## src/rtl/sdac_pkg.sv

```systemverilog
package sdac_pkg;
  localparam int unsigned DEF_CHANNELS = 10;
  localparam int unsigned DEF_CODE_W   = 10;
  localparam int unsigned DEF_ADDR_W   = 4;
endpackage

```

## src/rtl/sdac_shift.sv

```systemverilog
module sdac_shift #(
  parameter int unsigned SW = 14
) (
  input  logic          clk,
  input  logic          rst_n,
  input  logic          beat,
  input  logic          bit_in,
  output logic [SW-1:0] q
);
  always_ff @(posedge clk or negedge rst_n) begin
    if (!rst_n)    q <= '0;
    else if (beat) q <= {q[SW-2:0], bit_in};
  end
endmodule

```

## src/rtl/sdac_decode.sv

```systemverilog
module sdac_decode #(
  parameter int unsigned NCH = 10,
  parameter int unsigned CW  = 10,
  parameter int unsigned AW  = 4
) (
  input  logic [CW+AW-1:0] word,
  input  logic             msb_first,
  input  logic             load,
  output logic [NCH-1:0]   wr_en,
  output logic [CW-1:0]    code
);
  logic [AW-1:0] addr;
  logic [CW-1:0] flipped;

  // address field: lowest address bit of the word is the numeric MSB
  for (genvar k = 0; k < AW; k++) begin : g_addr
    assign addr[AW-1-k] = word[CW+k];
  end

  for (genvar k = 0; k < CW; k++) begin : g_flip
    assign flipped[k] = word[CW-1-k];
  end

  assign code = msb_first ? flipped : word[CW-1:0];

  // channel c+1 decodes; 0, unused codes and all-ones select nothing
  for (genvar c = 0; c < NCH; c++) begin : g_sel
    assign wr_en[c] = load && (addr == AW'(c + 1));
  end
endmodule

```

## src/rtl/sdac_bank.sv

```systemverilog
module sdac_bank #(
  parameter int unsigned NCH = 10,
  parameter int unsigned CW  = 10
) (
  input  logic              clk,
  input  logic              rst_n,
  input  logic [NCH-1:0]    wr_en,
  input  logic [CW-1:0]     code,
  output logic [NCH*CW-1:0] codes
);
  for (genvar c = 0; c < NCH; c++) begin : g_ch
    logic [CW-1:0] hold_q;
    always_ff @(posedge clk or negedge rst_n) begin
      if (!rst_n)        hold_q <= '0;
      else if (wr_en[c]) hold_q <= code;
    end
    assign codes[c*CW +: CW] = hold_q;
  end
endmodule

```

## src/rtl/sdac_loader.sv

```systemverilog
module sdac_loader
  import sdac_pkg::*;
#(
  parameter int unsigned NCH = DEF_CHANNELS,
  parameter int unsigned CW  = DEF_CODE_W,
  parameter int unsigned AW  = DEF_ADDR_W
) (
  input  logic              clk,
  input  logic              rst_n,
  input  logic              in_valid,
  input  logic              in_bit,
  output logic              in_ready,
  input  logic              load,
  input  logic              msb_first,
  output logic [NCH*CW-1:0] ch_codes,
  output logic              casc_out
);
  localparam int unsigned SW = CW + AW;

  logic [SW-1:0]  shift_q;
  logic [NCH-1:0] wr_en;
  logic [CW-1:0]  wr_code;
  logic           beat;

  assign in_ready = rst_n;
  assign beat     = in_valid && in_ready;
  assign casc_out = shift_q[SW-1];

  sdac_shift #(.SW(SW)) u_shift (
    .clk   (clk),
    .rst_n (rst_n),
    .beat  (beat),
    .bit_in(in_bit),
    .q     (shift_q)
  );

  sdac_decode #(.NCH(NCH), .CW(CW), .AW(AW)) u_dec (
    .word     (shift_q),
    .msb_first(msb_first),
    .load     (load),
    .wr_en    (wr_en),
    .code     (wr_code)
  );

  sdac_bank #(.NCH(NCH), .CW(CW)) u_bank (
    .clk  (clk),
    .rst_n(rst_n),
    .wr_en(wr_en),
    .code (wr_code),
    .codes(ch_codes)
  );
endmodule

```

## config.mk

```make
export PLATFORM = sky130hd
export DESIGN_NAME = sdac_loader
export DESIGN_NICKNAME = d
export VERILOG_FILES = /design/src/rtl/sdac_pkg.sv /design/src/rtl/sdac_shift.sv /design/src/rtl/sdac_decode.sv /design/src/rtl/sdac_bank.sv /design/src/rtl/sdac_loader.sv
export SDC_FILE = /design/constraint.sdc
export NUM_CORES = 1
export LEC_CHECK = 0
export CAP_MARGIN = 30
export CORE_UTILIZATION = 50
export DETAILED_ROUTE_END_ITERATION = 10
export DONT_BUFFER_PORTS = 1
export GPL_TIMING_DRIVEN = 0
export PLACE_DENSITY = 0.74
export RECOVER_POWER = 100
export SLEW_MARGIN = 20
export SYNTH_ARGS = -nofsm -noshare
export SYNTH_HDL_FRONTEND = slang
export SYNTH_SLANG_ARGS = --single-unit
```

## constraint.sdc

```tcl
create_clock -name clk -period 4 [get_ports clk]
set_input_delay 0.4 -clock clk [delete_from_list [all_inputs] [get_ports clk]]
set_output_delay 0.4 -clock clk [all_outputs]
set_load 0.01 [all_outputs]
```

* Word level (Yosys, flattened, before mapping)
Cells that the tools add are included.
** Word-level totals
- Flip-flop bits (word level) :: 114
- Memory bits (writable) :: 0
- Bits in latches :: 0
- Logic and storage cells :: 33
- Input bits :: 6
- Memories :: 0
- Output and inout port bits :: 102
- Bits in read-only memories :: 0
** Cells by class
- Div/mod/pow operators :: 0
- Eq/ne operators :: 10
- $add $sub $neg :: 0
- Shifts and indexed selects :: 0
- Mux-type cells :: 1
- Order comparisons :: 0
- Reduce and logical (&&, ||, !) cells :: 11
- Multiply operators :: 0
- Bitwise logic cells :: 0
** Operators by type and width (count)
- 4-bit by 3-bit == test with 1-bit output (second input constant) :: 4
- 4-bit == test (second input constant) :: 3
- 1-bit logical AND :: 11
- 10-bit 2-to-1 mux :: 1
- 4-bit by 2-bit == test with 1-bit output (second input constant) :: 2
- 4-bit by 1-bit == test with 1-bit output (second input constant) :: 1

* Longest topological paths before layout
Gate-level depths: netlist of run 1.
- Word-level depth :: 2
- Depth in mapped cells :: 4
- Gate-level depth less buffers :: 3

* Cells and area by module
A second synthesis of run 1 with hierarchy kept.
** Unflattened totals
- Cell total of the unflattened synthesis :: 268
- Area, all modules :: 4847.1 um^2
** Modules (own cells, without submodules)
- sdac_bank :: cells an instance 210, area each 4116.4 um^2, seq. area each 2502.4 um^2, times used 1
- sdac_shift :: cells an instance 29, area each 519.2 um^2, seq. area each 350.3 um^2, times used 1
- sdac_decode :: cells an instance 27, area each 197.7 um^2, seq. area each 0.0 um^2, times used 1
- sdac_loader :: cells an instance 2, area each 13.8 um^2, seq. area each 0.0 um^2, times used 1

* Worst setup path before layout of run 1
OpenSTA, ideal clock, no wires.
- Kind :: input port to flip-flop
- Start :: input msb_first
- End :: register u_bank.g_ch[3].hold_q[0]
- Data required time :: 3.875 ns
- Stages :: 3
- Arrival time :: 1.415 ns
- Setup slack :: 2.460 ns
- Buffers on the path :: 1
- Setup time :: 0.125 ns
- Cell sequence :: clkbuf_1 -> mux2_2 -> mux2_4
** On the way
- Cells in the longest elaborated chain, start to end :: 1
** Ends and longest elaborated chain
- from (decl) :: line sdac_loader.sv:14 : input logic msb_first,
- 10-bit 2-to-1 mux :: line sdac_decode.sv:24 : assign code = msb_first ? flipped : word[CW-1:0];
- to (signal assigned) :: line sdac_bank.sv:15 : else if (wr_en[c]) hold_q <= code;
- to (decl) :: line sdac_bank.sv:12 : logic [CW-1:0] hold_q;
Every way passes these cells.
A chain may end at the register's enable or synchronous reset.

* Worst setup path in the final report of run 1
- Start :: register u_shift.q[11]
- End :: register u_bank.g_ch[2].hold_q[5]
** On the way
- Cells in the longest elaborated chain, start to end :: 2
** Ends and longest elaborated chain
- from (decl) :: line sdac_shift.sv:8 : output logic [SW-1:0] q
- from (signal assigned) :: line sdac_shift.sv:12 : else if (beat) q <= {q[SW-2:0], bit_in};
- 4-bit by 2-bit == test with 1-bit output :: line sdac_decode.sv:28 : assign wr_en[c] = load && (addr == AW'(c + 1));
- 1-bit logical AND :: line sdac_decode.sv:28
- to (signal assigned) :: line sdac_bank.sv:15
- to (decl) :: line sdac_bank.sv:12
Every way passes these cells.

==> flow_summary.json, run 1 <==
{
  "run_status": "completed",
  "final-hold-violation-count": 0,
  "critPathBufInv": 1,
  "tritoncts.num_buffers": 17,
  "ys.warnings.count": 0,
  "grt_most_used_layer": "met2",
  "totalWireLength_um": 9270,
  "row_count": 34,
  "slew_headroom": 0.384,
  "syn_nets": 269,
  "chip_height_um": 96.5,
  "worst_path_dominant_cell_family": "simple AND/OR/NAND/NOR gates",
  "place.port_buffers": 0,
  "clock_tree.htree_level_count": 4,
  "cp_data_required_time_ns": 4.38,
  "ys_ff_latch": 114,
  "die_width_um": 96.5,
  "grt_start_max_net_pins": 115,
  "hold_path.class": "primary input to flop",
  "critical_path_depth": 4,
  "grt_pass1_wl_um": 13800,
  "fillerInstances": 716,
  "worstPathCellList": "nor3b_1 -> and3_1 -> clkbuf_1 -> mux2_2",
  "synth_area_per_cell_um2": 17.0,
  "io_pins": 108,
  "worstRegToRegCells": 4,
  "remaining_drc_errors": 0,
  "first_global_vias": 2342,
  "synth_sequential_area_ratio": 0.639,
  "antenna_violations_before_repair": 0,
  "leakage_power_total_nw": 2.52,
  "finClkSkew_ns": 0.00843,
  "clock_path_buffers": 2,
  "setup_repair_after_global_routing_missed_its_margin": "no",
  "worst-setup-path-type": "flop to flop",
  "worst_case_hold_slack_ns": 0.0516,
  "globalRouteTotalUtil": 0.215,
  "grt-ovfl-total": 0,
  "grtUsageMet2": 0.326,
  "achievable-frequency_ghz": 0.498,
  "finalNetCount": 290,
  "initial_utilization": 0.514,
  "antenna_cells_inserted": 0,
  "final.min_clock_period_ns": 2.01,
  "stdcell_count": 402,
  "via_per_inst": 5.54,
  "drt-wirelength-per-cell_um": 23.0,
  "final_min_period_over_clock_period": 0.502,
  "setup_viol_count_final": 0,
  "arr_time_crit_path_ns": 2.38,
  "critPathSlowestCell": "clkbuf_1",
  "netlist_instances": 263,
  "cell_chosen_for_the_clock_root": "clkbuf_8",
  "vdd_drop_max_mv": 0.331,
  "post_synth_instance_area_um2": 4460,
  "clkLatencyLatePin_ns": 0.50,
  "groute.layer.met3.usage": 0.0931,
  "detail_placement_hpwl_um": 5670,
  "timing_max_transition_violations_final": 0,
  "setup-tns-final_ns": 0,
  "detail-route-antenna-nets": 0,
  "holdPathStages": 1,
  "finalPower_mw": 4.22,
  "drt_pass_1_iters": 4,
  "grt_util_met1": 0.267,
  "vias": 2229,
  "placed_cells": 371,
  "worstSetupEndpointType": "flop",
  "cts_repair_resize_count": 0,
  "cts_tree": "done",
  "layout-area-overhead-vs-synth_pct": 15.1,
  "place_congestion": 0.712,
  "area_of_the_core_um2": 8680,
  "critPathLaunchType": "flop",
  "dieArea_um2": 9310,
  "cellPowerDensity_nw_per_um2": 821,
  "critPathMaxStageDelay_ns": 0.46,
  "crit_path_max_fanout": 10,
  "numClockSinks": 114,
  "drive_above_1_share": 0.486,
  "cts.clk_slew.worst_paths_ns": 0.05,
  "cap_violations": 0,
  "slew_at_the_pin_with_the_worst_max_slew_slack_ns": 0.921,
  "netlist-cell-type-count": 14,
  "drt_first_iter_violations": 94
}
## repair_timing
| item | in CTS | in global routing |
|---|---|---|
| hold buffers | 2 | 0 |
| buffers inserted | 0 | 0 |
| hold endpoints to repair | 114 | 0 |
## cells in the mapped netlist (all sizes together)
master  count  area (um^2)
nor2        5         31.3
or3         2         12.5
nand3b      2         40.0
clkbuf      1         3.75
buf         7         38.8
nand2b      4         25.0
mux2      124         1430
and3        1         6.26
dfrtp     114         2850
nor3b       1         12.5
nand2       2         7.51
## cell usage in the layout (no fill, tap or decap)
cell	count
clkbuf_8	7
nand2b_1	4
mux2_2	112
or3_1	2
buf_16	1
nor3b_1	1
bufinv_16	2
clkbuf_1	9
clkbuf_16	16
dlygate4sd3_1	1
mux2_1	11
nor2_1	5
clkinv_2	3
and3_1	1
mux2_4	1
nand3b_1	1
nand3b_4	1
nand2_1	2
dfrtp_1	114
## area by class of cell
class	count	area, um^2	share of cell area
Tap cell	108	135	0.0263
Buffer	8	30.0	0.00585
Clock inverter	5	75.1	0.0146
Sequential cell	114	2850	0.555
Clock buffer	24	500	0.0974
Multi-Input combinational cell	141	1510	0.293
Timing Repair Buffer	2	37.5	0.00731
## stage by stage
step / worst slack [ns] / instance area (um^2) / util
floorplan: 2.46 / 4460 / -
global placement: 2.27 / 4600 / 0.530
detailed placement: 2.22 / 4600 / 0.530
CTS: 2.24 / 5210 / 0.601
global route: 1.83 / 5140 / 0.592
finish: 1.99 / 5140 / 0.592
## worst paths after layout
path / startpoint / to / slack [ns]
worst max register to register: u_shift.q[11] / u_bank.g_ch[2].hold_q[5] / 1.99
max in group asynchronous: rst_n / u_bank.g_ch[4].hold_q[8] / 3.05
worst max-delay path: u_shift.q[11] / u_bank.g_ch[2].hold_q[5] / 1.99
min in group asynchronous: rst_n / u_bank.g_ch[7].hold_q[3] / 0.53
worst min-delay path: in_bit / u_shift.q[0] / 0.05
worst min register to register: u_shift.q[1] / u_shift.q[2] / 0.55
## registers in the layout, indices dropped and copies added, names as in the netlist
signal / count
u_bank.g_ch.hold_q: 100
u_shift.q: 14
## routing by layer
metal  vias to the layer above  part of all wire
met5                         -                 0
met4                         0            0.0092
met3                        11             0.091
met2                        76              0.48
met1                      1175              0.42
li1                        967                 -
## power breakdown
part / internal [mW] / switching, mW / leakage [nW]
logic: 0.403 / 0.377 / 0.708
registers: 1.54 / 0.457 / 1.53
clock network: 0.970 / 0.470 / 0.289
## logic make-up (layout without fill, tap and decap cells)
| group | Yosys count | count (layout) | synth area share |
|---|---|---|---|
| simple gates | 17 | 17 | 0.0303 |
| buf+inv | 8 | 39 | 0.00953 |
| mux | 124 | 124 | 0.321 |
| flops | 114 | 114 | 0.639 |
Power figures use the tool's default switching activity.
==> inputs of run 2 (changes only) <==
Settings changed: PLACE_DENSITY 0.74 to 0.77.
Clock period 4 ns to 1.82 ns, I/O delays scaled along.
==> run 2 against run 1 <==
Against the previous run:
- the flow now finishes with violations (negative hold slack)
- non-clock buffer count is 1 lower
- die area stayed put
- core utilization increased by 0.40 points
- maximum frequency is 16% higher
- combinational power up 120%
- setup slack lost 1.9 ns
- routed wire length shrank 1.3%
- via count is 0.90% higher
- hold slack worse by 0.67 ns
- sequential power up 120%
- register-to-register slack lost 1.9 ns
==> flow_summary.json, run 2 (synthesis gave the netlist of run 1 again) <==
{
  "timing_max_transition_violations_final": 0,
  "top_register": "u_bank.g_ch.hold_q",
  "worstRegToRegCells": 4,
  "cell_chosen_for_the_clock_root": "clkbuf_8",
  "tritoncts.num_buffers": 17,
  "achievable-frequency_ghz": 0.576,
  "setup-tns-final_ns": 0,
  "share_of_total_power_in_combinational_logic": 0.179,
  "pwr-share-seq": 0.462,
  "worst_case_hold_slack_ns": -0.622,
  "antenna_cells_inserted": 0,
  "mostFrequentLayoutCells": "mux2_2 (114), dfrtp_1 (114), clkbuf_16 (16)",
  "layout.core_utilization": 0.596,
  "largest_register_ffs": 100,
  "final.min_clock_period_ns": 1.74,
  "antenna_violations_before_repair": 0,
  "final_min_period_over_clock_period": 0.954,
  "initial_utilization": 0.514,
  "clock_tree.htree_level_count": 4,
  "failing_checks": "negative hold slack",
  "finClkSkew_ns": 0.0112,
  "net_switching_mw": 2.90,
  "final-hold-violation-count": 114,
  "remaining_drc_errors": 0,
  "layout_top_registers": "u_bank.g_ch.hold_q (100), u_shift.q (14)",
  "cellPowerDensity_nw_per_um2": 1830,
  "leakage_power_total_nw": 2.53,
  "dieArea_um2": 9310,
  "run_status": "finished with violations",
  "worst-setup-path-type": "flop to flop",
  "cts-hold-fix-buffers": 1,
  "grt_pass1_wl_um": 13800,
  "cts_tree": "done",
  "cp_data_required_time_ns": 2.20,
  "arr_time_crit_path_ns": 2.11,
  "cap_violations": 0,
  "post_cts_buffers": 0,
  "via_per_inst": 5.57,
  "fillerInstances": 683,
  "internal_portion_of_total_power_mw": 6.58,
  "cts_repair_resize_count": 0,
  "slew_at_the_pin_with_the_worst_max_slew_slack_ns": 0.542,
  "row_count": 34,
  "vdd_drop_max_mv": 0.890,
  "clkLatencyLatePin_ns": 0.50,
  "drt_pass_1_iters": 4,
  "worstSetupEndpointType": "flop",
  "totalWireLength_um": 9150,
  "first_global_vias": 2419,
  "crit_path_max_fanout": 10,
  "grt_start_max_net_pins": 117,
  "clock_path_buffers": 2,
  "hold_path.class": "primary input to asynchronous set/reset pin",
  "critPathLaunchType": "flop",
  "area_of_the_core_um2": 8680,
  "grt-ovfl-total": 0,
  "drt_first_iter_violations": 63,
  "place.port_buffers": 0,
  "numClockSinks": 114,
  "share_clk_of_total_power": 0.360,
  "detail-route-antenna-nets": 0,
  "chip_height_um": 96.5,
  "place_congestion": 0.704,
  "io_pins": 108,
  "setup_viol_count_final": 0,
  "globalRouteTotalUtil": 0.212,
  "switching_share": 0.306,
  "finalPower_mw": 9.48,
  "drt-wirelength-per-cell_um": 22.6,
  "layout-area-overhead-vs-synth_pct": 15.8,
  "setup_repair_after_global_routing_missed_its_margin": "no",
  "postLayoutCellArea_um2": 5170,
  "vias": 2249,
  "detail_placement_hpwl_um": 5620,
  "die_width_um": 96.5,
  "finalNetCount": 289,
  "cts.clk_slew.worst_paths_ns": 0.06,
  "drive_above_1_share": 0.527,
  "post_dp_cell_area_um2": 4600,
  "slew_headroom": 0.638
}
run 2: cell types whose count changed in the layout (fill, tap and decap cells not counted), moves of 2 or more:
| cell | previous run | this run |
|---|---|---|
| mux2_2 | 112 | 114 |
| clkinvlp_4 | 0 | 2 |
| clkbuf_2 | 0 | 5 |
| bufinv_16 | 2 | 4 |
| clkbuf_8 | 7 | 3 |
| nor2_2 | 0 | 5 |
| nor2_1 | 5 | 0 |
| clkbuf_1 | 9 | 7 |
| mux2_1 | 11 | 8 |
run 2: worst max-delay path, cell delays in order (launching register included):
cell and delay (ns):
dfrtp_1 0.44, nand3b_1 0.27, or3_1 0.37, clkbuf_2 0.23, mux2_2 0.31
run 2: final cells by class:
| cell class | count | area, um^2 | share of cell area |
|---|---|---|---|
| Clock buffer | 23 | 457 | 0.0883 |
| Timing Repair Buffer | 1 | 10.0 | 0.00194 |
| Sequential cell | 114 | 2850 | 0.552 |
| Tap cell | 108 | 135 | 0.0261 |
| Clock inverter | 9 | 154 | 0.0298 |
| Buffer | 8 | 36.3 | 0.00702 |
| Multi-Input combinational cell | 141 | 1530 | 0.295 |
run 2: stage by stage:
stage | instances | hold slack, ns | setup WS, ns
detailed placement | 371 | -0.111 | 0.0832
global placement | 371 | -0.111 | 0.105
CTS | 404 | -0.640 | 0.0682
floorplan | 263 | -0.114 | 0.294
global route | 404 | -0.652 | 0.0000520
finish | 404 | -0.622 | 0.0840
run 2: path summary, 6_finish.rpt:
kind / slack, ns / startpoint / endpoint
max: 0.08 / u_shift.q[11] / u_bank.g_ch[7].hold_q[4]
min: -0.62 / rst_n / u_bank.g_ch[2].hold_q[6]
max reg2reg: 0.08 / u_shift.q[11] / u_bank.g_ch[7].hold_q[4]
min reg2reg: 0.56 / u_shift.q[4] / u_shift.q[5]
max in group asynchronous: 2.32 / rst_n / u_bank.g_ch[7].hold_q[9]
min in group clk: 0.04 / in_valid / u_shift.q[2]
run 2: power groups by stage:
stage          clock [mW]  sequential (mW)  combinational [mW]
2_1_floorplan           0             4.20                1.40
3_3_place_gp            0             4.39                1.75
3_5_place_dp            0             4.43                1.83
4_1_cts              3.45             4.40                1.84
5_1_grt              3.57             4.50                1.84
6_report             3.41             4.38                1.69
run 2: routing by layer:
metal  vias to the layer above  GRT usage  part of all wire
li1                        976          -                 -
met1                      1198      0.273              0.45
met2                        68      0.319              0.47
met3                         7     0.0962             0.077
met4                         0     0.0699            0.0077
met5                         -          0                 0
==> inputs of run 3 (changes only) <==
Settings changed: PLACE_DENSITY 0.77 to 0.74.
Clock period 1.82 ns to 1.8 ns, I/O delays scaled along.
==> run 3 against run 2 <==
Against the previous run:
- the run still ends with negative hold slack left
- critical path type unchanged
- clock-buffer cell count rose by 1
- non-clock buffer count did not move
- die area did not move
- global-route usage rose by 0.056 points
- largest cell class unchanged
- routed wire length rose by 1.0%
==> flow_summary.json, run 3 (synthesis gave the netlist of run 1 again) <==
{
  "vias": 2267,
  "final_min_period_over_clock_period": 0.942,
  "setup-tns-final_ns": 0,
  "share_clk_of_total_power": 0.341,
  "setup_repair_after_global_routing_missed_its_margin": "no",
  "critPathMaxStageDelay_ns": 0.45,
  "hold_path.class": "primary input to asynchronous set/reset pin",
  "postLayoutCellArea_um2": 5160,
  "worst-setup-path-type": "flop to flop",
  "switching_share": 0.308,
  "layout_top_registers": "u_bank.g_ch.hold_q (100), u_shift.q (14)",
  "share_of_total_power_in_combinational_logic": 0.186,
  "place.port_buffers": 0,
  "drt_pass_1_iters": 4,
  "drt-wirelength-per-cell_um": 23.1,
  "grt_pass1_wl_um": 13700,
  "tritoncts.num_buffers": 17,
  "place_congestion": 0.712,
  "finalNetCount": 289,
  "largest_register_ffs": 100,
  "remaining_drc_errors": 0,
  "top_register": "u_bank.g_ch.hold_q",
  "totalWireLength_um": 9240,
  "layout-area-overhead-vs-synth_pct": 15.6,
  "achievable-frequency_ghz": 0.590,
  "slew_headroom": 0.627,
  "failing_checks": "negative hold slack",
  "slew_at_the_pin_with_the_worst_max_slew_slack_ns": 0.559,
  "cts-hold-fix-buffers": 1,
  "numClockSinks": 114,
  "antenna_cells_inserted": 0,
  "cts.clk_slew.worst_paths_ns": 0.05,
  "leakage_power_total_nw": 2.55,
  "grt-ovfl-total": 0,
  "globalRouteTotalUtil": 0.213,
  "drive_above_1_share": 0.539,
  "area_of_the_core_um2": 8680,
  "critPathLaunchType": "flop",
  "clkLatencyLatePin_ns": 0.50,
  "internal_portion_of_total_power_mw": 6.51,
  "arr_time_crit_path_ns": 2.07,
  "via_per_inst": 5.65,
  "cellPowerDensity_nw_per_um2": 1820,
  "run_status": "finished with violations",
  "worstRegToRegCells": 4,
  "mostFrequentLayoutCells": "mux2_2 (114), dfrtp_1 (114), clkbuf_16 (16)",
  "dieArea_um2": 9310,
  "final.min_clock_period_ns": 1.70,
  "cap_violations": 0,
  "post_cts_buffers": 0,
  "fillerInstances": 706,
  "detail-route-antenna-nets": 0,
  "die_width_um": 96.5,
  "drt_first_iter_violations": 91,
  "worstSetupEndpointType": "flop",
  "finClkSkew_ns": 0.00867,
  "initial_utilization": 0.514,
  "chip_height_um": 96.5,
  "first_global_vias": 2328,
  "row_count": 34,
  "final-hold-violation-count": 114,
  "grt_start_max_net_pins": 117,
  "cts_tree": "done",
  "clock_path_buffers": 2,
  "worstPathCellList": "nand3b_4 -> or3_1 -> buf_2 -> mux2_1",
  "critPathSlowestCell": "dfrtp_1",
  "antenna_violations_before_repair": 0,
  "crit_path_max_fanout": 10,
  "setup_viol_count_final": 0,
  "io_pins": 108,
  "detail_placement_hpwl_um": 5670,
  "cell_chosen_for_the_clock_root": "clkbuf_8",
  "post_dp_cell_area_um2": 4600,
  "net_switching_mw": 2.90,
  "timing_max_transition_violations_final": 0,
  "pwr-share-seq": 0.473,
  "worst_case_hold_slack_ns": -0.628,
  "clock_tree.htree_level_count": 4,
  "vdd_drop_max_mv": 0.740,
  "cp_data_required_time_ns": 2.18
}
## run 3: cell types whose count changed in the layout (fill, tap and decap cells not counted)
cell / delta
clkbuf_8: +4
clkbuf_1: -3
buf_2: +2
bufinv_16: -2
clkbuf_2: -2
clkinvlp_4: -2
nor2_2: -2
nor2_4: +2
clkinv_2: +1
clkinv_4: -1
mux2_1: -1
mux2_4: +1
nand3b_1: -1
nand3b_4: +1
## run 3: timing repair
| item | 4_1_cts | 5_1_grt |
|---|---|---|
| hold endpoints to repair | 115 | 114 |
| gates resized for setup | 0 | 2 |
| setup endpoints to repair | 0 | 11 |
## run 3: stage by stage
stage	util	power [mW]	hold WS (ns)	cells	worst slack [ns]
floorplan	-	5.66	-0.116	263	0.274
global placement	0.530	6.23	-0.111	371	0.0862
detailed placement	0.530	6.33	-0.111	371	0.0375
CTS	0.597	9.58	-0.650	401	0.0397
global route	0.595	9.85	-0.650	401	0.000409
finish	0.595	9.41	-0.628	401	0.105
## run 3: layout make-up
class | count | area, um^2 | share of cell area
sequential | 114 | 2850 | 0.553
buffer | 8 | 36.3 | 0.00703
clock inverter | 5 | 75.1 | 0.0145
clock buffer | 24 | 500 | 0.0969
tap | 108 | 135 | 0.0262
timing repair buffer | 1 | 10.0 | 0.00194
multi-input combinational | 141 | 1550 | 0.301
## run 3: final timing paths
| check | slack (ns) | to | startpoint |
|---|---|---|---|
| max reg2reg | 0.10 | u_bank.g_ch[3].hold_q[9] | u_shift.q[10] |
| min reg2reg | 0.55 | u_shift.q[2] | u_shift.q[2] |
| max | 0.10 | u_bank.g_ch[3].hold_q[9] | u_shift.q[10] |
| min in group clk | 0.05 | u_shift.q[0] | in_valid |
| max in group asynchronous | 2.26 | u_bank.g_ch[3].hold_q[5] | rst_n |
| min | -0.63 | u_shift.q[2] | rst_n |
## run 3: worst max-delay path: cells and delay by family (launching register included)
family / cells / cell delay (ns)
and+or+nand+nor: 2 / 0.56
DFF: 1 / 0.45
muxes: 1 / 0.35
buffers and inverters: 1 / 0.22
## run 3: power groups by stage
stage               Combinational [mW]  Clock [mW]  Sequential (mW)
floorplan                         1.41           0             4.25
global placement                  1.77           0             4.46
detailed placement                1.84           0             4.49
CTS                               1.85        3.26             4.47
global route                      1.89        3.37             4.59
finish                            1.75        3.21             4.46
## run 3: per-layer routing
layer	up-vias	track usage	wire, um
li1	972	-	-
met1	1193	0.265	3920
met2	85	0.319	4310
met3	17	0.0939	859
met4	0	0.0956	148
met5	-	0	0
